**src/rtl/card_seq_pkg.sv**
```systemverilog
package card_seq_pkg;

  typedef enum logic [7:0] {
    ST_OFF     = 8'h01,
    ST_TIMEOUT = 8'h02,
    ST_DEACT   = 8'h04,
    ST_WAITPWR = 8'h08,
    ST_ACTRST  = 8'h10,
    ST_WAITTS  = 8'h20,
    ST_WAITT0  = 8'h40,
    ST_ACTIVE  = 8'h80
  } seq_state_e;

  function automatic int unsigned cnt_bits(input int unsigned a, input int unsigned b,
                                           input int unsigned c, input int unsigned d);
    int unsigned m;
    m = a;
    if (b > m) m = b;
    if (c > m) m = c;
    if (d > m) m = d;
    return $clog2(m + 1);
  endfunction

endpackage

```
**src/rtl/card_seq_cnt.sv**
```systemverilog
module card_seq_cnt #(
  parameter int unsigned W = 16
) (
  input  logic         clk_i,
  input  logic         rst_ni,
  input  logic         clr_i,
  input  logic         tick_i,
  output logic [W-1:0] cnt_o
);

  // saturating card-clock counter
  always_ff @(posedge clk_i or negedge rst_ni) begin
    if (!rst_ni)                              cnt_o <= '0;
    else if (clr_i)                           cnt_o <= '0;
    else if (tick_i && (cnt_o != {W{1'b1}}))  cnt_o <= cnt_o + 1'b1;
  end

endmodule

```
**src/rtl/card_seq_tsdec.sv**
```systemverilog
module card_seq_tsdec #(
  parameter logic [7:0] DIRECT_CODE  = 8'h3B,
  parameter logic [7:0] INVERSE_CODE = 8'h3F
) (
  input  logic [7:0] data_i,
  output logic       direct_o,
  output logic       inverse_o
);

  assign direct_o  = (data_i == DIRECT_CODE);
  assign inverse_o = (data_i == INVERSE_CODE);

endmodule

```
**src/rtl/card_seq.sv**
```systemverilog
module card_seq
  import card_seq_pkg::*;
#(
  parameter int unsigned RST_LOW_CLKS   = 40000,
  parameter int unsigned EARLY_CLKS     = 380,
  parameter int unsigned TS_LIMIT_CLKS  = 42001,
  parameter int unsigned STEP_CLKS      = 16,
  parameter int unsigned TEST_KEEP_BITS = 8
) (
  input  logic       clk_i,
  input  logic       rst_ni,
  input  logic       test_mode_i,
  input  logic       cclk_rise_i,
  input  logic       card_present_i,
  input  logic       pwr_good_i,
  input  logic       io_level_i,
  input  logic       act_req_i,
  input  logic       deact_req_i,
  input  logic       warm_req_i,
  input  logic       bad_ts_deact_i,
  input  logic       rx_valid_i,
  input  logic       rx_err_i,
  input  logic [7:0] rx_data_i,
  output logic       vcc_en_o,
  output logic       card_rst_o,
  output logic       io_low_o,
  output logic       clk_en_o,
  output logic [7:0] state_o,
  output logic       entry_o,
  output logic       conv_inv_o,
  output logic       conv_known_o,
  output logic       early_o
);

  localparam int unsigned CNT_W = cnt_bits(RST_LOW_CLKS, EARLY_CLKS, TS_LIMIT_CLKS, STEP_CLKS);
  localparam int unsigned TEST_MASK = (1 << TEST_KEEP_BITS) - 1;
  localparam logic [CNT_W-1:0] RST_FULL  = CNT_W'(RST_LOW_CLKS);
  localparam logic [CNT_W-1:0] RST_TEST  = CNT_W'(RST_LOW_CLKS & TEST_MASK);
  localparam logic [CNT_W-1:0] EARLY_LIM = CNT_W'(EARLY_CLKS);
  localparam logic [CNT_W-1:0] TS_LAST   = CNT_W'(TS_LIMIT_CLKS - 1);
  localparam logic [CNT_W-1:0] STEP_LAST = CNT_W'(STEP_CLKS - 1);

  seq_state_e       state_q, state_d;
  logic [CNT_W-1:0] cnt;
  logic [CNT_W-1:0] rst_lim;
  logic [1:0]       dphase_q;
  logic             clk_q, io_rel_q, early_q, started_q, inv_q, known_q, entry_q;
  logic             ts_direct, ts_inverse;
  logic             rx_ok, in_early, start_now, step_last, pwr_state, abort, changed, cnt_clr;

  card_seq_tsdec u_tsdec (
    .data_i    (rx_data_i),
    .direct_o  (ts_direct),
    .inverse_o (ts_inverse)
  );

  card_seq_cnt #(.W(CNT_W)) u_cnt (
    .clk_i  (clk_i),
    .rst_ni (rst_ni),
    .clr_i  (cnt_clr),
    .tick_i (cclk_rise_i),
    .cnt_o  (cnt)
  );

  assign rst_lim   = test_mode_i ? RST_TEST : RST_FULL;
  assign rx_ok     = rx_valid_i && !rx_err_i;
  assign in_early  = cnt < EARLY_LIM;
  assign start_now = !io_level_i && !in_early;
  assign step_last = cclk_rise_i && (cnt == STEP_LAST);
  assign pwr_state = (state_q == ST_ACTRST) || (state_q == ST_WAITTS) ||
                     (state_q == ST_WAITT0) || (state_q == ST_ACTIVE);
  assign abort     = (state_q != ST_OFF) && (state_q != ST_DEACT) && (state_q != ST_TIMEOUT) &&
                     (deact_req_i || !card_present_i || (pwr_state && !pwr_good_i));

  always_comb begin
    state_d = state_q;
    if (abort) begin
      state_d = ST_DEACT;
    end else begin
      unique case (state_q)
        ST_OFF:     if (act_req_i && card_present_i) state_d = ST_WAITPWR;
        ST_WAITPWR: if (pwr_good_i) state_d = ST_ACTRST;
        ST_ACTRST:  if (cclk_rise_i && (cnt == rst_lim - 1'b1)) state_d = ST_WAITTS;
        ST_WAITTS: begin
          if (rx_ok && started_q) begin
            if (ts_direct || ts_inverse || !bad_ts_deact_i) state_d = ST_WAITT0;
            else                                            state_d = ST_DEACT;
          end else if (cclk_rise_i && (cnt == TS_LAST) && !started_q && !start_now) begin
            state_d = ST_TIMEOUT;
          end
        end
        ST_WAITT0:  if (rx_ok) state_d = ST_ACTIVE;
        ST_ACTIVE:  if (warm_req_i) state_d = ST_ACTRST;
        ST_TIMEOUT: state_d = ST_DEACT;
        ST_DEACT:   if (step_last && (dphase_q == 2'd2)) state_d = ST_OFF;
        default:    state_d = ST_OFF;
      endcase
    end
  end

  assign changed = (state_d != state_q);
  assign cnt_clr = changed || ((state_q == ST_DEACT) && step_last);

  always_ff @(posedge clk_i or negedge rst_ni) begin
    if (!rst_ni) begin
      state_q   <= ST_OFF;
      entry_q   <= 1'b0;
      dphase_q  <= '0;
      clk_q     <= 1'b0;
      io_rel_q  <= 1'b0;
      early_q   <= 1'b0;
      started_q <= 1'b0;
      inv_q     <= 1'b0;
      known_q   <= 1'b0;
    end else begin
      state_q <= state_d;
      entry_q <= changed;
      if ((state_q == ST_WAITPWR) && (state_d == ST_ACTRST)) begin
        clk_q    <= 1'b1;
        io_rel_q <= 1'b1;
      end
      if (changed && (state_d == ST_ACTRST)) begin
        early_q <= 1'b0;
        known_q <= 1'b0;
      end
      if (changed && (state_d == ST_WAITTS)) started_q <= 1'b0;
      else if ((state_q == ST_WAITTS) && start_now) started_q <= 1'b1;
      if ((state_q == ST_WAITTS) && !io_level_i && in_early) early_q <= 1'b1;
      if ((state_q == ST_WAITTS) && (state_d == ST_WAITT0)) begin
        known_q <= ts_direct || ts_inverse;
        if (ts_inverse)     inv_q <= 1'b1;
        else if (ts_direct) inv_q <= 1'b0;
      end
      // deactivation steps: clock off, then I/O low, then power off
      if (changed && (state_d == ST_DEACT)) begin
        dphase_q <= '0;
      end else if ((state_q == ST_DEACT) && step_last) begin
        dphase_q <= dphase_q + 1'b1;
        if (dphase_q == 2'd0) clk_q    <= 1'b0;
        if (dphase_q == 2'd1) io_rel_q <= 1'b0;
      end
    end
  end

  assign vcc_en_o     = (state_q != ST_OFF);
  assign card_rst_o   = (state_q == ST_WAITTS) || (state_q == ST_WAITT0) ||
                        (state_q == ST_ACTIVE) || (state_q == ST_TIMEOUT);
  assign io_low_o     = !io_rel_q;
  assign clk_en_o     = clk_q;
  assign state_o      = state_q;
  assign entry_o      = entry_q;
  assign conv_inv_o   = inv_q;
  assign conv_known_o = known_q;
  assign early_o      = early_q;

endmodule

```
**config.mk**
```make
export PLATFORM = sky130hd
export DESIGN_NAME = card_seq
export DESIGN_NICKNAME = d
export VERILOG_FILES = /design/src/rtl/card_seq_pkg.sv /design/src/rtl/card_seq_cnt.sv /design/src/rtl/card_seq_tsdec.sv /design/src/rtl/card_seq.sv
export SDC_FILE = /design/constraint.sdc
export NUM_CORES = 1
export LEC_CHECK = 0
export BUFFER_PORTS_ARGS = -buffer_cell sky130_fd_sc_hd__buf_2
export CORE_MARGIN = 10
export CORE_UTILIZATION = 58
export CTS_CLUSTER_DIAMETER = 60
export DETAILED_ROUTE_END_ITERATION = 12
export GPL_TIMING_DRIVEN = 0
export PLACE_DENSITY = 0.86
export SLEW_MARGIN = 20
export SYNTH_ARGS = -nofsm -noshare
export SYNTH_HDL_FRONTEND = slang
export SYNTH_HIERARCHICAL = 1
export SYNTH_SLANG_ARGS = --single-unit
```
**constraint.sdc**
```tcl
create_clock -name clk_i -period 3.9 [get_ports clk_i]
set_input_delay 0 -clock clk_i [delete_from_list [all_inputs] [get_ports clk_i]]
set_output_delay 0 -clock clk_i [all_outputs]
set_load 0.02 [all_outputs]
```
==> Yosys cells after proc, flatten, opt, wreduce, memory -nomap -nowiden <==
Index checks and enable logic that the tools add are counted.
{ "totals": {"ff_bits": 33, "in_bits": 21, "out_inout_bits": 16, "word_cells": 121} }
{ "classes": {"n_addsub": 3, "magnitude_cmp": 1, "n_eq_ne": 24, "n_mux": 31, "reduce_logical": 52} }
{ "op_table": {"columns": ["operator", "count"], "rows": [
  ["2-to-1 mux 8 bit", 9],
  ["one-hot mux 8 bit (8 select lines)", 1],
  ["2-to-1 mux 16 bit", 3],
  ["== test 8 x 6 -> 1 bit, second input constant", 4],
  ["logical AND 1 bit", 24],
  ["adder 16 x 1 -> 16 bit, second input constant", 1],
  ["== test 16 bit", 1],
  ["== test 16 bit, second input constant", 1],
  ["== test 16 x 4 -> 1 bit, second input constant", 1],
  ["== test 8 x 3 -> 1 bit, second input constant", 2],
  ["== test 8 x 5 -> 1 bit, second input constant", 2],
  ["== test 8 x 7 -> 1 bit, second input constant", 2],
  ["< comparator 16 x 9 -> 1 bit, second input constant", 1],
  ["inequality test 16 bit, second input constant", 1],
  ["subtractor 16 x 1 -> 16 bit, second input constant", 1],
  ["2-to-1 mux 1 bit", 15],
  ["nonzero test 2 bit", 6],
  ["logical OR 1 bit", 11],
  ["zero test 1 bit", 9],
  ["== test 8 x 1 -> 1 bit, second input constant", 1],
  ["== test 8 x 2 -> 1 bit, second input constant", 1],
  ["== test 8 x 4 -> 1 bit, second input constant", 1],
  ["== test 8 bit, second input constant", 1],
  ["inequality test 8 x 1 -> 1 bit, second input constant", 1],
  ["other kinds (10)", 11]
]} }

==> Depth between registers and ports, before layout <==
{ "depth": {"depth_word": 15, "depth_mapped": 12, "mapped_depth_nobuf": 11} }

==> Cells and area by module <==
The synthesis kept the hierarchy.
{ "by_module_without_submodules": {"columns": ["module", "instances", "cells_per_inst", "area_each_um2", "seq_area_each_um2"], "rows": [
  ["card_seq", 1, 184, 1571.5, 426.7],
  ["card_seq_cnt", 1, 98, 942.2, 400.4],
  ["card_seq_tsdec", 1, 5, 30.0, 0.0]
]} }

==> Least setup slack after synthesis <==
OpenSTA, ideal clock, no wires.
{ "synth_timing": {"kind": "register -> register", "startpoint": "reg state_q[7] (netlist: state_o[7])", "endpoint": "reg u_cnt.cnt_o[0]", "setup_ps": 136, "arrival_time_ps": 2800, "required_time_ps": 3764, "path_slack_ps": 963, "path_stages_with_launch": 12, "path_buffers": 3, "synth_period_minus_slack_ps": 2937, "cell_sequence": "dfrtp_1 buf_2 xor2_1 a211oi_2 nor3_1 or4_1 o221ai_1 a211oi_2 nand3b_1 clkbuf_1 clkbuf_1 a21oi_1"} }
{ "synth_via": {"elab_chain_len": 11, "word_cells_on_any_way": 34, "classes_between": "12 x eq/ne; 11 x mux; 11 x reduce/logical"} }
{ "synth_rtl": {"columns": ["item", "line_no", "source"], "rows": [
  ["start: declaration", "card_seq.sv:43", "seq_state_e state_q, state_d;"],
  ["start signal: assignment", "card_seq.sv:116", "state_q <= state_d;"],
  ["== test 8 x 5 -> 1 bit / == test 8 x 6 -> 1 bit (equally long branches)", "card_seq.sv:70, card_seq.sv:80", null],
  ["logical OR 1 bit (2 in a row)", "card_seq.sv:70", "assign pwr_state = (state_q == ST_ACTRST) || (state_q == ST_WAITTS) ||"],
  ["logical OR 1 bit", "card_seq.sv:71", "(state_q == ST_WAITT0) || (state_q == ST_ACTIVE);"],
  ["logical AND 1 bit", "card_seq.sv:73", "(deact_req_i || !card_present_i || (pwr_state && !pwr_good_i));"],
  ["logical OR 1 bit", "card_seq.sv:73", null],
  ["logical AND 1 bit", "card_seq.sv:72", "assign abort = (state_q != ST_OFF) && (state_q != ST_DEACT) && (state_q != ST_TIMEOUT) &&"],
  ["2-to-1 mux 8 bit", "card_seq.sv:77", "if (abort) begin"],
  ["inequality test 8 bit", "card_seq.sv:101", "assign changed = (state_d != state_q);"],
  ["logical OR 1 bit *", "card_seq.sv:102", "assign cnt_clr = changed || ((state_q == ST_DEACT) && step_last);"],
  ["via cnt_clr", "card_seq.sv:49", "logic rx_ok, in_early, start_now, step_last, pwr_state, abort, changed, cnt_clr;"],
  ["2-to-1 mux 16 bit / nonzero test 2 bit (equally long branches)", null, null],
  ["end signal: assignment", "card_seq_cnt.sv:15", "else if (tick_i && (cnt_o != {W{1'b1}})) cnt_o <= cnt_o + 1'b1;"],
  ["end: declaration", "card_seq_cnt.sv:8", "output logic [W-1:0] cnt_o"]
]} }
Mark *: on every way through the listed nets, which the timed path passes. The rest lies on a longest branch.
A chain may end at the register's enable or synchronous reset.

==> Worst setup path after layout <==
{ "layout_timing": {"startpoint": "reg state_q[1] (netlist: state_o[1])", "endpoint": "reg u_cnt.cnt_o[3]"} }
Same word-level chain as after synthesis.

==> results by group <==
Cells and area
  – Nets: 357
  – Ant. Diodes: 0
  – Layout cell share with drive strength beyond 1: 22.8%
  – Design area: 0.00290 mm2
  – Multi-input gate area: 0.00161 mm2
  – Finished Layout Cells: 385
  – P&R area growth vs syn: 13.8%
  – Register area: 827 um2
  – Fillcell total: 363

Critical path
  – Worst Path Arrival: 3.81 ns
  – Critical Path Source: state_o[1]
  – Worst Path Max Fanout: 10
  – Worst R2R Start: state_o[1]
  – Max stage delay on crit path: 0.58 ns
  – Worst path required time: 4.10 ns
  – Worst path cell trace: clkbuf_1 > nor4_1 > nand2_1 > nor3b_1 > or4_1 > o221ai_1 > a211oi_2 > nand3b_1 > clkbuf_1 > clkbuf_1 > a21oi_1
  – Cells on worst reg2reg path: 11
  – Crit path top cell by count: clkbuf_1
  – Crit start category: flip-flop
  – Kind of critical path: reg -> reg
  – Crit. path cell count: 11
  – Critical path's slowest cell: nor4_1
  – CP delay by family, top: simple AND/OR/NAND/NOR gates
  – Worst path bufs/invs: 3
  – CP Capture Type: flip-flop

Floorplan
  – Die Y: 86.2 um
  – Core box area: 0.00429 mm2
  – Die footprint: 0.00743 mm2
  – Initial Util: 59.2%
  – Die W: 86.2 um
  – Cell Rows: 24
  – I/O pin cnt: 37

Clocking
  – Reg clk slew, reported paths: 0.07 ns
  – CTS root buf: clkbuf_8
  – Cts hold-fix bufs: 2
  – Clk_lat worst skew: 0.29 ns
  – Deepest clock path buffer count: 2
  – Clk sinks: 33
  – H-tree levels: 2
  – CTS tree: yes
  – CTS buffer count: 5
  – Post-CTS resize count: 0
  – Postcts setup bufs: 0

Min path
  – Hold wc startpoint: cclk_rise_i
  – Hold path depth: 3
  – Worst Hold Class: in -> reg

Logic synthesis
  – Post-synth EDFFs: 0
  – Syn nets: 312
  – Ys flop type: dfrtp_1
  – Yosys cell types: 70
  – Synth top area cells: dfrtp_1, a21oi_1, nor2_1
  – Top cell type's share of synthesized area: 31.5%
  – Ys async rst share: 100%
  – Synth Instances: 287
  – Ys Warns: 6
  – Fraction of the yosys area taken by sequential cells: 32.5%
  – Number of synthesized register bits: 33
  – Mapped cell area: 0.00254 mm2
  – Yosys top cell by area: dfrtp_1
  – Avg Cell Area, Syn: 8.86 um2

Timing
  – Worst-case headroom to the max-slew limit: 51.2%
  – Crit share post-route: 92.6%
  – Worst Skew: 0.00646 ns
  – Post-route minimum period: 3.61 ns
  – Setup repair after global routing missed its margin: false
  – Final hold violations: 0
  – Worst Max-Slew Pin Slew: 0.732 ns
  – Final WS setup: 0.289 ns
  – Slew Viols, Final: 0
  – # setup viols final: 0
  – Final Hold Slack: 0.0274 ns
  – Max Fclk: 277 MHz
  – TNS Setup: 0 ns

Pwr
  – PwrDens: 446 mW/mm2
  – Leakage: 0.00122 uW
  – Worst VDD drop: 0.287 mV

Placement
  – Placed cell areas: 0.00279 mm2
  – Number of buffers added on ports: 36
  – Routability Congestion: 0.896
  – Placed Cells incl. Taps: 375
  – Final HPWL DP: 4960 um
  – Pre-CTS WS: 0.407 ns

Routing
  – Via count: 2,576
  – Total Wirelength: 6500 um
  – DR pass1 iterations: 5
  – Post-DRT Antenna Nets: 0
  – DRT iter0 DRCs: 208
  – Post-detailed-route wirelength per cell: 16.9 um
  – DR vias/cell: 6.69
  – DRC: 0

Global routing
  – Number of antenna violations at the first check in global routing: 0
  – Overall global routing resource usage: 17.3%
  – Largest net degree at the start of global routing: 34
  – First-pass GRT wire length: 10,800 um
  – Total gr overflow: 0
  – Vias in the first global route: 2,453

Status
  – Outcome: completed

Job
  – Maxcap violations: 0
area by class of cell:
cell class                      instances  share of cell area, %
Tap cell                               52                   2.25
Inverter                               10                   1.30
Buffer                                 11                   2.25
Sequential cell                        33                   28.6
Clock buffer                            5                   2.38
Multi-Input combinational cell        233                   55.7
Clock inverter                          3                  0.605
Timing Repair Buffer                   38                   6.91
per-layer routing:
layer  wire [um]  up-vias  track usage, %
met5           0        -               0
met4         156        0            8.54
li1            -     1205               -
met3         570       16            5.25
met1        2650     1241            19.0
met2        3130      114            29.6
cell families (layout without fill, tap and decap cells):
logic type	Yosys count	after routing	share of synthesized area [%]
adder cells (fa/ha/maj)	4	4	1.97
AND/OR/NAND/NOR	145	145	36.8
multiplexers	8	8	3.34
XOR/XNOR	3	3	1.03
buffers and inverters	21	67	4.03
AO/OA/AOI/OAI	73	73	20.3
flip-flops	33	33	32.5
Yosys cell counts (5+ instances only):
| cell | instances |
|---|---|
| o21ai_0 | 5 |
| nor4_1 | 5 |
| inv_1 | 10 |
| nand4_1 | 9 |
| dfrtp_1 | 32 |
| or4_1 | 7 |
| and3_1 | 6 |
| nor2b_1 | 7 |
| clkbuf_1 | 6 |
| o21ai_1 | 8 |
| nand2b_1 | 6 |
| nand3_1 | 9 |
| nand2_1 | 18 |
| nor2_1 | 24 |
| nor3_1 | 11 |
| a21oi_1 | 21 |
| o31ai_1 | 8 |
final timing paths:
kind                                  end  slack, ns
setup / recovery           u_cnt/cnt_o[3]       0.29
hold / removal             u_cnt/cnt_o[1]       0.03
setup reg to reg           u_cnt/cnt_o[3]       0.29
hold reg to reg                conv_inv_o       0.50
max in group asynchronous      state_o[5]       3.13
min in group asynchronous  u_cnt/cnt_o[1]       0.30
where the power goes:
part	leakage, uW	switching [uW]	internal (uW)
Clock	0.0000439	129	123
Combinational	0.000741	405	232
Sequential	0.000438	30.6	372
Total	0.00122	565	728
metrics by stage:
| stage | util (%) | power (uW) |
|---|---|---|
| floorplan | - | 870 |
| global placement | 64.9 | 1020 |
| detailed placement | 64.9 | 1030 |
| CTS | 67.4 | 1290 |
| global route | 67.4 | 1380 |
| finish | 67.4 | 1290 |
layout by cell type, fill, tap and decap left out, types with 8 or more instances in the layout:
cell type   n
dfrtp_1    32
a21oi_1    21
nand2_1    18
nor3_1     11
inv_1      10
nand3_1     9
nor2_1     24
o31ai_1     8
o21ai_1     8
buf_2      37
nand4_1     9
tightest hold or removal path: cells and delay by family:
kind            cells  cell delay, ns
buf+inv             1            0.13
compound gates      1            0.06
simple gates        1            0.09
state kept, by name (all words and copies together), names as in the netlist:
name	flops
clk_en_o	1
conv_inv_o	1
conv_known_o	1
dphase_q	2
early_o	1
entry_o	1
io_rel_q	1
started_q	1
state_o	8
u_cnt/cnt_o	16
No activity file was read; power rests on OpenSTA's default activity.
